### config.mk
export PLATFORM = sky130hd
export DESIGN_NAME = hs_out_port
export DESIGN_NICKNAME = d
export VERILOG_FILES = /design/src/rtl/hs_out_pkg.sv /design/src/rtl/hs_ack_sync.sv /design/src/rtl/hs_bsr_regs.sv /design/src/rtl/hs_handshake_fsm.sv /design/src/rtl/hs_out_port.sv
export SDC_FILE = /design/constraint.sdc
export NUM_CORES = 1
export LEC_CHECK = 0
export ABC_AREA = 1
export BUFFER_PORTS_ARGS = -buffer_cell sky130_fd_sc_hd__clkbuf_2
export CORE_MARGIN = 4
export CORE_UTILIZATION = 43
export CTS_CLUSTER_DIAMETER = 80
export DETAILED_ROUTE_END_ITERATION = 10
export GPL_ROUTABILITY_DRIVEN = 0
export PLACE_DENSITY = 0.76
export REMOVE_ABC_BUFFERS = 1
export SYNTH_ARGS = -nofsm -noshare
export SYNTH_HDL_FRONTEND = slang
export SYNTH_HIERARCHICAL = 1
export SYNTH_SLANG_ARGS = --single-unit
### constraint.sdc
create_clock -name clk -period 1.2 [get_ports clk]
set_input_delay 0.06 -clock clk [delete_from_list [all_inputs] [get_ports clk]]
set_output_delay 0.06 -clock clk [all_outputs]
set_load 0.005 [all_outputs]
### src/rtl/hs_out_pkg.sv
package hs_out_pkg;
    typedef enum logic {
        ST_EMPTY = 1'b0,
        ST_FULL  = 1'b1
    } hs_state_e;

    localparam int unsigned GP_LO_BIT = 4;
    localparam int unsigned GP_HI_BIT = 5;
endpackage

### src/rtl/hs_ack_sync.sv
module hs_ack_sync #(
    parameter int unsigned STAGES = 2
) (
    input  logic clk,
    input  logic rst_n,
    input  logic ack_n_i,
    output logic ack_rise_o
);
    localparam int unsigned CHAIN_W = STAGES + 1;

    logic [CHAIN_W-1:0] chain_q;

    always_ff @(posedge clk or negedge rst_n) begin
        if (!rst_n) begin
            chain_q <= '1;
        end else begin
            chain_q <= {chain_q[CHAIN_W-2:0], ack_n_i};
        end
    end

    assign ack_rise_o = chain_q[STAGES-1] & ~chain_q[STAGES];

    // an edge is only reported after the synchronised level went high
    a_r3_rise_on_high: assert property (@(posedge clk) disable iff (!rst_n)
        ack_rise_o |=> !ack_rise_o);
endmodule

### src/rtl/hs_bsr_regs.sv
module hs_bsr_regs
    import hs_out_pkg::*;
#(
    parameter int unsigned BIT_W    = 3,
    parameter int unsigned INTE_BIT = 6
) (
    input  logic             clk,
    input  logic             rst_n,
    input  logic             bsr_wr_i,
    input  logic [BIT_W-1:0] bsr_bit_i,
    input  logic             bsr_val_i,
    output logic             inte_o,
    output logic [1:0]       gp_o
);
    logic hit_inte, hit_lo, hit_hi;

    assign hit_inte = bsr_wr_i && (bsr_bit_i == BIT_W'(INTE_BIT));
    assign hit_lo   = bsr_wr_i && (bsr_bit_i == BIT_W'(GP_LO_BIT));
    assign hit_hi   = bsr_wr_i && (bsr_bit_i == BIT_W'(GP_HI_BIT));

    always_ff @(posedge clk or negedge rst_n) begin
        if (!rst_n) begin
            inte_o <= 1'b0;
            gp_o   <= 2'b00;
        end else begin
            if (hit_inte) inte_o  <= bsr_val_i;
            if (hit_lo)   gp_o[0] <= bsr_val_i;
            if (hit_hi)   gp_o[1] <= bsr_val_i;
        end
    end

    // pins only move on a set/reset write
    a_r10_gp_hold: assert property (@(posedge clk) disable iff (!rst_n)
        !bsr_wr_i |=> $stable(gp_o));
    // enable only moves on a set/reset write
    a_r9_inte_hold: assert property (@(posedge clk) disable iff (!rst_n)
        !bsr_wr_i |=> $stable(inte_o));
endmodule

### src/rtl/hs_handshake_fsm.sv
module hs_handshake_fsm
    import hs_out_pkg::*;
#(
    parameter int unsigned DATA_W = 8
) (
    input  logic              clk,
    input  logic              rst_n,
    input  logic              wr_i,
    input  logic [DATA_W-1:0] wr_data_i,
    input  logic              ack_rise_i,
    input  logic              inte_i,
    output logic [DATA_W-1:0] pd_o,
    output logic              full_n_o,
    output logic              irq_o
);
    hs_state_e state_q, state_d;
    logic      irq_q, irq_d;
    logic      taken;

    assign taken = (state_q == ST_FULL) && ack_rise_i && !wr_i;

    always_comb begin
        state_d = state_q;
        unique case (state_q)
            ST_EMPTY: if (wr_i) state_d = ST_FULL;            // T_LOAD (T_STRAY: stay)
            ST_FULL:  if (taken) state_d = ST_EMPTY;          // T_TAKEN, else T_LOAD/stay
        endcase
    end

    always_comb begin
        irq_d = irq_q;
        if (wr_i)          irq_d = 1'b0;
        else if (!inte_i)  irq_d = 1'b0;
        else if (taken)    irq_d = 1'b1;
    end

    always_ff @(posedge clk or negedge rst_n) begin
        if (!rst_n) begin
            state_q <= ST_EMPTY;
            irq_q   <= 1'b0;
            pd_o    <= '0;
        end else begin
            state_q <= state_d;
            irq_q   <= irq_d;
            if (wr_i) pd_o <= wr_data_i;
        end
    end

    always_comb begin
        full_n_o = (state_q != ST_FULL);
        irq_o    = irq_q;
    end

    a_r2_write_fills: assert property (@(posedge clk) disable iff (!rst_n)
        wr_i |=> !full_n_o);
    a_r2_pd_stable: assert property (@(posedge clk) disable iff (!rst_n)
        !wr_i |=> $stable(pd_o));
    a_r3_release_on_ack: assert property (@(posedge clk) disable iff (!rst_n)
        $rose(full_n_o) |-> $past(ack_rise_i));
    a_r4_irq_needs_inte: assert property (@(posedge clk) disable iff (!rst_n)
        $rose(irq_o) |-> ($past(inte_i) && $past(ack_rise_i)));
    a_r5_write_clears_irq: assert property (@(posedge clk) disable iff (!rst_n)
        wr_i |=> !irq_o);
endmodule

### src/rtl/hs_out_port.sv
module hs_out_port
    import hs_out_pkg::*;
#(
    parameter int unsigned DATA_W      = 8,
    parameter int unsigned BIT_W       = 3,
    parameter int unsigned INTE_BIT    = 6,
    parameter int unsigned SYNC_STAGES = 2
) (
    input  logic              clk,
    input  logic              rst_n,
    input  logic              wr_i,
    input  logic [DATA_W-1:0] wr_data_i,
    input  logic              bsr_wr_i,
    input  logic [BIT_W-1:0]  bsr_bit_i,
    input  logic              bsr_val_i,
    input  logic              ack_n_i,
    output logic [DATA_W-1:0] pd_o,
    output logic              full_n_o,
    output logic              irq_o,
    output logic [1:0]        gp_o
);
    logic ack_rise;
    logic inte;

    hs_ack_sync #(.STAGES(SYNC_STAGES)) u_sync (
        .clk        (clk),
        .rst_n      (rst_n),
        .ack_n_i    (ack_n_i),
        .ack_rise_o (ack_rise)
    );

    hs_bsr_regs #(.BIT_W(BIT_W), .INTE_BIT(INTE_BIT)) u_bsr (
        .clk       (clk),
        .rst_n     (rst_n),
        .bsr_wr_i  (bsr_wr_i),
        .bsr_bit_i (bsr_bit_i),
        .bsr_val_i (bsr_val_i),
        .inte_o    (inte),
        .gp_o      (gp_o)
    );

    hs_handshake_fsm #(.DATA_W(DATA_W)) u_fsm (
        .clk        (clk),
        .rst_n      (rst_n),
        .wr_i       (wr_i),
        .wr_data_i  (wr_data_i),
        .ack_rise_i (ack_rise),
        .inte_i     (inte),
        .pd_o       (pd_o),
        .full_n_o   (full_n_o),
        .irq_o      (irq_o)
    );
endmodule

### Word level (Yosys, flattened, before mapping)

Index checks and enable logic that the tools add are counted.

* eq/ne operators: 4
* reductions and logical operators: 6
* multiplexer cells: 6
* bitwise gates (word level): 3

Operators with widths (number)
* $eq 3x3->1 const B: 3
* $logic_and 1x1->1: 5
* $mux 1: 5
* $ne 3x2->1 const B: 1
* $not 1->1: 2
* $pmux 1 s2: 1
* $and 1x1->1: 1
* $logic_not 1->1: 1

* output and inout bits: 12
* register bits: 16
* word-level logic and storage cells: 26
* input bits: 17

### Logic depth before layout (Yosys ltp)

* depth after elaboration: 7
* gate-level depth with buffers: 5
* mapped depth without buffers: 5

### Modules after synthesis

Netlist, hierarchy kept.

Modules (own cells, without submodules)
* hs_handshake_fsm: cells each 42, area each 394.1 µm², seq. area each 250.2 µm², instances 1
* hs_bsr_regs: cells each 22, area each 150.1 µm², seq. area each 75.1 µm², instances 1
* hs_ack_sync: cells each 5, area each 88.8 µm², seq. area each 78.8 µm², instances 1

### Worst setup path before layout

Ideal clock, no wire load.

* path kind: reg-to-reg
* from: reg u_sync.chain_q[1]
* to: reg u_fsm.irq_q (netlist: u_fsm/irq_o)
* slack: 345 ps
* buffers on the path: 0
* stages on the path, launching flop included: 5
* setup time: 73 ps
* data required time: 1127 ps
* clock period less this slack: 855 ps
* arrival: 782 ps
* cell sequence: dfstp_2 > inv_1 > nor2_2 > nand2_1 > a21oi_2

* cells in the longest elaborated chain, start to end: 4

Ends and longest elaborated chain
* from (decl): RTL line hs_ack_sync.sv:11 `logic [CHAIN_W-1:0] chain_q;`
* from (signal assigned): RTL line hs_ack_sync.sv:17 `chain_q <= {chain_q[CHAIN_W-2:0], ack_n_i};`
* $and 1x1->1: RTL line hs_ack_sync.sv:21 `assign ack_rise_o = chain_q[STAGES-1] & ~chain_q[STAGES];`
* named net ack_rise: RTL line hs_out_port.sv:22 `logic ack_rise;`
* $logic_and 1x1->1 (2 in a row): RTL line hs_handshake_fsm.sv:20 `assign taken = (state_q == ST_FULL) && ack_rise_i && !wr_i;`
* $ne 3x2->1 (no line)
* to (signal assigned): RTL line hs_handshake_fsm.sv:44 `irq_q <= irq_d;`
* to (decl): RTL line hs_handshake_fsm.sv:17 `logic irq_q, irq_d;`

The timed path passes the listed nets, and every way through them passes these cells.
A chain may end at the register's enable or synchronous reset.

### Worst setup path in the final report

* from: reg u_fsm.state_q
* to: out full_n_o

* cells in the longest elaborated chain, start to end: 1

Ends and longest elaborated chain
* from (decl): RTL line hs_handshake_fsm.sv:16 `hs_state_e state_q, state_d;`
* from (signal assigned): RTL line hs_handshake_fsm.sv:43 `state_q <= state_d;`
* $not 1->1
* to (decl): RTL line hs_out_port.sv:18 `output logic full_n_o,`

No other way between the ends.

==> reports/qor.csv <==
metric;value;unit
number of buffer cells added on primary ports;28;
share of the synthesized area in the top cell type;51.4;%
setup repair after global routing missed its margin;false;
die area;2150;um2
number of synthesized register bits;16;
CP Class;flip-flop to output pin;
final setup vio count;0;
GRT Overall Usage;14.0;%
top post-synthesis cells by area;sky130_fd_sc_hd__dfrtp_1, sky130_fd_sc_hd__nand2_1, sky130_fd_sc_hd__dfstp_2, sky130_fd_sc_hd__inv_1, sky130_fd_sc_hd__nand3_1;
fin crit period;0.911;ns
cell count after synthesis;69;
worst setup path start;u_fsm/state_q;
maximum net fanout on the critical path;2;
Setup Total Neg Slack;0;ns
clock tree buffer depth;2;
Slowest cell on crit path;sky130_fd_sc_hd__dfrtp_1;
average via count per standard cell;4.37;
normalized max-slew margin;75.4;%
mean instance size in the synthesized netlist;9.18;um2
initial antenna violation count;0;
most used routing layer in global routing;met2;
P per Cell Area;1260;nW/um2
required time at the endpoint of the critical path;1.14;ns
Buf+Inv Stages, Crit Path;2;
vertical die dimension;46.4;um
TritonCTS clock tree;built;
share of cells above drive strength 1;35.5;%
Setup WS post-layout;0.289;ns
count of cell types in the netlist;12;
total DRC errors in the routed layout;0;
starting density of the core;46.9;%
count of nets left with antenna violations after detail routing;0;
worst-skew pair later-pin latency;0.27;ns
Final Max Slew Viols;0;
placed cell areas;781;um2
pre-CTS setup slack;0.312;ns
family with the most delay on the worst path;flip-flops;
critical path capture point type;output pin;
Starting DRT DRC Count;11;
portion of the clock cycle consumed by the worst path in the final layout;75.9;%
met2 routing resource usage after global routing;23.6;%
core box area;1350;um2
clock-pin transition on the worst setup and hold timing paths;0.09;ns
Via Count;546;
Yosys warning total;6;
site row count;13;
via count of the first global-routing pass;489;
sequential cell area fraction in the yosys report;63.8;%
class of the tightest hold or removal check;primary input to flip-flop;
beginning of the worst register-to-register path;u_sync/chain_q[1];
level count of the clock H-tree;1;
type of element launching the critical path;flip-flop;
max_cap viols;0;
leakage power total;0.522;nW
area of the mapped netlist;633;um2
beginning of the worst hold path;bsr_val_i;
first-pass GRT wire length;2030;um
number of nets in the final layout;128;
Ant. Diodes;0;
CP peak stage delay;0.39;ns
clock tree root driver cell;sky130_fd_sc_hd__clkbuf_4;
cell-by-cell listing of the critical path;inv_1 > clkbuf_2;
number of CTS-inserted buffers;3;
total length of routed wires;1340;um
area growth from synthesis to final layout;44.9;%
number of primary I/O pins;29;
PnR Total Power;1.15;mW
Final Skew;0.000198;ns
sum of overflow across all layers after global routing;0;
measured slew at the worst slew-check pin;0.369;ns
Final Hold Slack;0.0375;ns
data arrival time of the critical path;0.85;ns
number of failing hold endpoints at the final stage;0;
met3 layer usage reported by global route;3.52;%
maximum VDD drop;857;uV
setup fix buffers added after clock tree synthesis;0;
highest clock rate;1.10;GHz
dpl hpwl;920;um
status;completed;
cell type with the highest aggregate area in the netlist;sky130_fd_sc_hd__dfrtp_1;
WL per Instance;10.7;um
die width;46.4;um
clock sink count;16;
met1 capacity usage during global routing;16.1;%
number of detailed-routing iterations run before antenna repair;4;
pin count of the biggest net entering global routing;17;
final instance area;917;um2
-- logic make-up after synthesis --
logic type      synth area share [%]
simple gates                    26.9
flops                           63.8
buf+inv                         7.11
compound gates                  2.17
-- placed cells by master (no fill, tap or decap), types with 3 or more instances in the layout --
cell type,instances
sky130_fd_sc_hd__inv_1,6
sky130_fd_sc_hd__clkbuf_4,3
sky130_fd_sc_hd__dfrtp_1,13
sky130_fd_sc_hd__dlygate4sd3_1,10
sky130_fd_sc_hd__dfstp_2,3
sky130_fd_sc_hd__clkbuf_2,28
sky130_fd_sc_hd__nor2_1,3
sky130_fd_sc_hd__nand2_1,35
sky130_fd_sc_hd__nand3_1,3
-- metal layers --
layer | wire, um | up-vias
met4 | 17 | 0
met1 | 577 | 241
met2 | 691 | 14
li1 | - | 289
met5 | 0 | -
met3 | 57 | 2
-- registers in the layout (all words and copies together) (netlist names) --
signal          count
u_fsm/pd_o          8
u_sync/chain_q      3
u_bsr/gp_o          2
u_bsr/inte_o        1
u_fsm/irq_o         1
u_fsm/state_q       1
-- stage by stage --
| step | cells | util [%] |
|---|---|---|
| 2_1_floorplan | 68 | - |
| 3_3_place_gp | 111 | 57.8 |
| 3_5_place_dp | 111 | 57.8 |
| 4_1_cts | 125 | 67.9 |
| 5_1_grt | 125 | 67.9 |
| 6_report | 125 | 67.9 |
-- area by class of cell --
cell class              count  area [um2]
clock buffers               4        36.3
fillers                   109         433
inverters                   7        33.8
multi-input cells          45         184
flip-flops and latches     16         404
well taps                  15        18.8
repair buffers             38         240
-- cell usage after synthesis --
| cell | n |
|---|---|
| sky130_fd_sc_hd__o21ai_1 | 1 |
| sky130_fd_sc_hd__nand2_2 | 1 |
| sky130_fd_sc_hd__dfstp_2 | 3 |
| sky130_fd_sc_hd__nand3_1 | 3 |
| sky130_fd_sc_hd__nor2_1 | 3 |
| sky130_fd_sc_hd__buf_6 | 1 |
| sky130_fd_sc_hd__a21oi_2 | 1 |
| sky130_fd_sc_hd__nand2_1 | 35 |
| sky130_fd_sc_hd__nor2_2 | 1 |
| sky130_fd_sc_hd__dfrtp_1 | 13 |
| sky130_fd_sc_hd__inv_1 | 6 |
| sky130_fd_sc_hd__inv_8 | 1 |
-- path summary, 6_finish.rpt --
kind	to	slack, ns	depth (start not counted)
worst max-delay path	full_n_o	0.29	2
worst min-delay path	u_bsr/inte_o	0.04	3
worst max register to register	u_fsm/irq_o	0.30	4
worst min register to register	u_sync/chain_q[1]	0.36	0
max in group asynchronous	u_sync/chain_q[0]	0.68	2
min in group asynchronous	u_bsr/inte_o	0.21	2
-- timing repair --
item,4_1_cts,5_1_grt
hold buffers,10,0
resized for setup,0,0
setup endpoints to repair,0,0
endpoints found under the hold margin,25,0
-- power breakdown --
group | switching, mW | internal (mW) | total [mW]
clock | 0.163 | 0.184 | 0.347
sequential | 0.0299 | 0.594 | 0.624
combinational | 0.0918 | 0.0920 | 0.184
-- worst min-delay path: cells and delay by family --
kind                   cells  cell delay, ns
buffers and inverters      1            0.10
AND/OR/NAND/NOR            2            0.13
(Power assumes the default switching activity.)
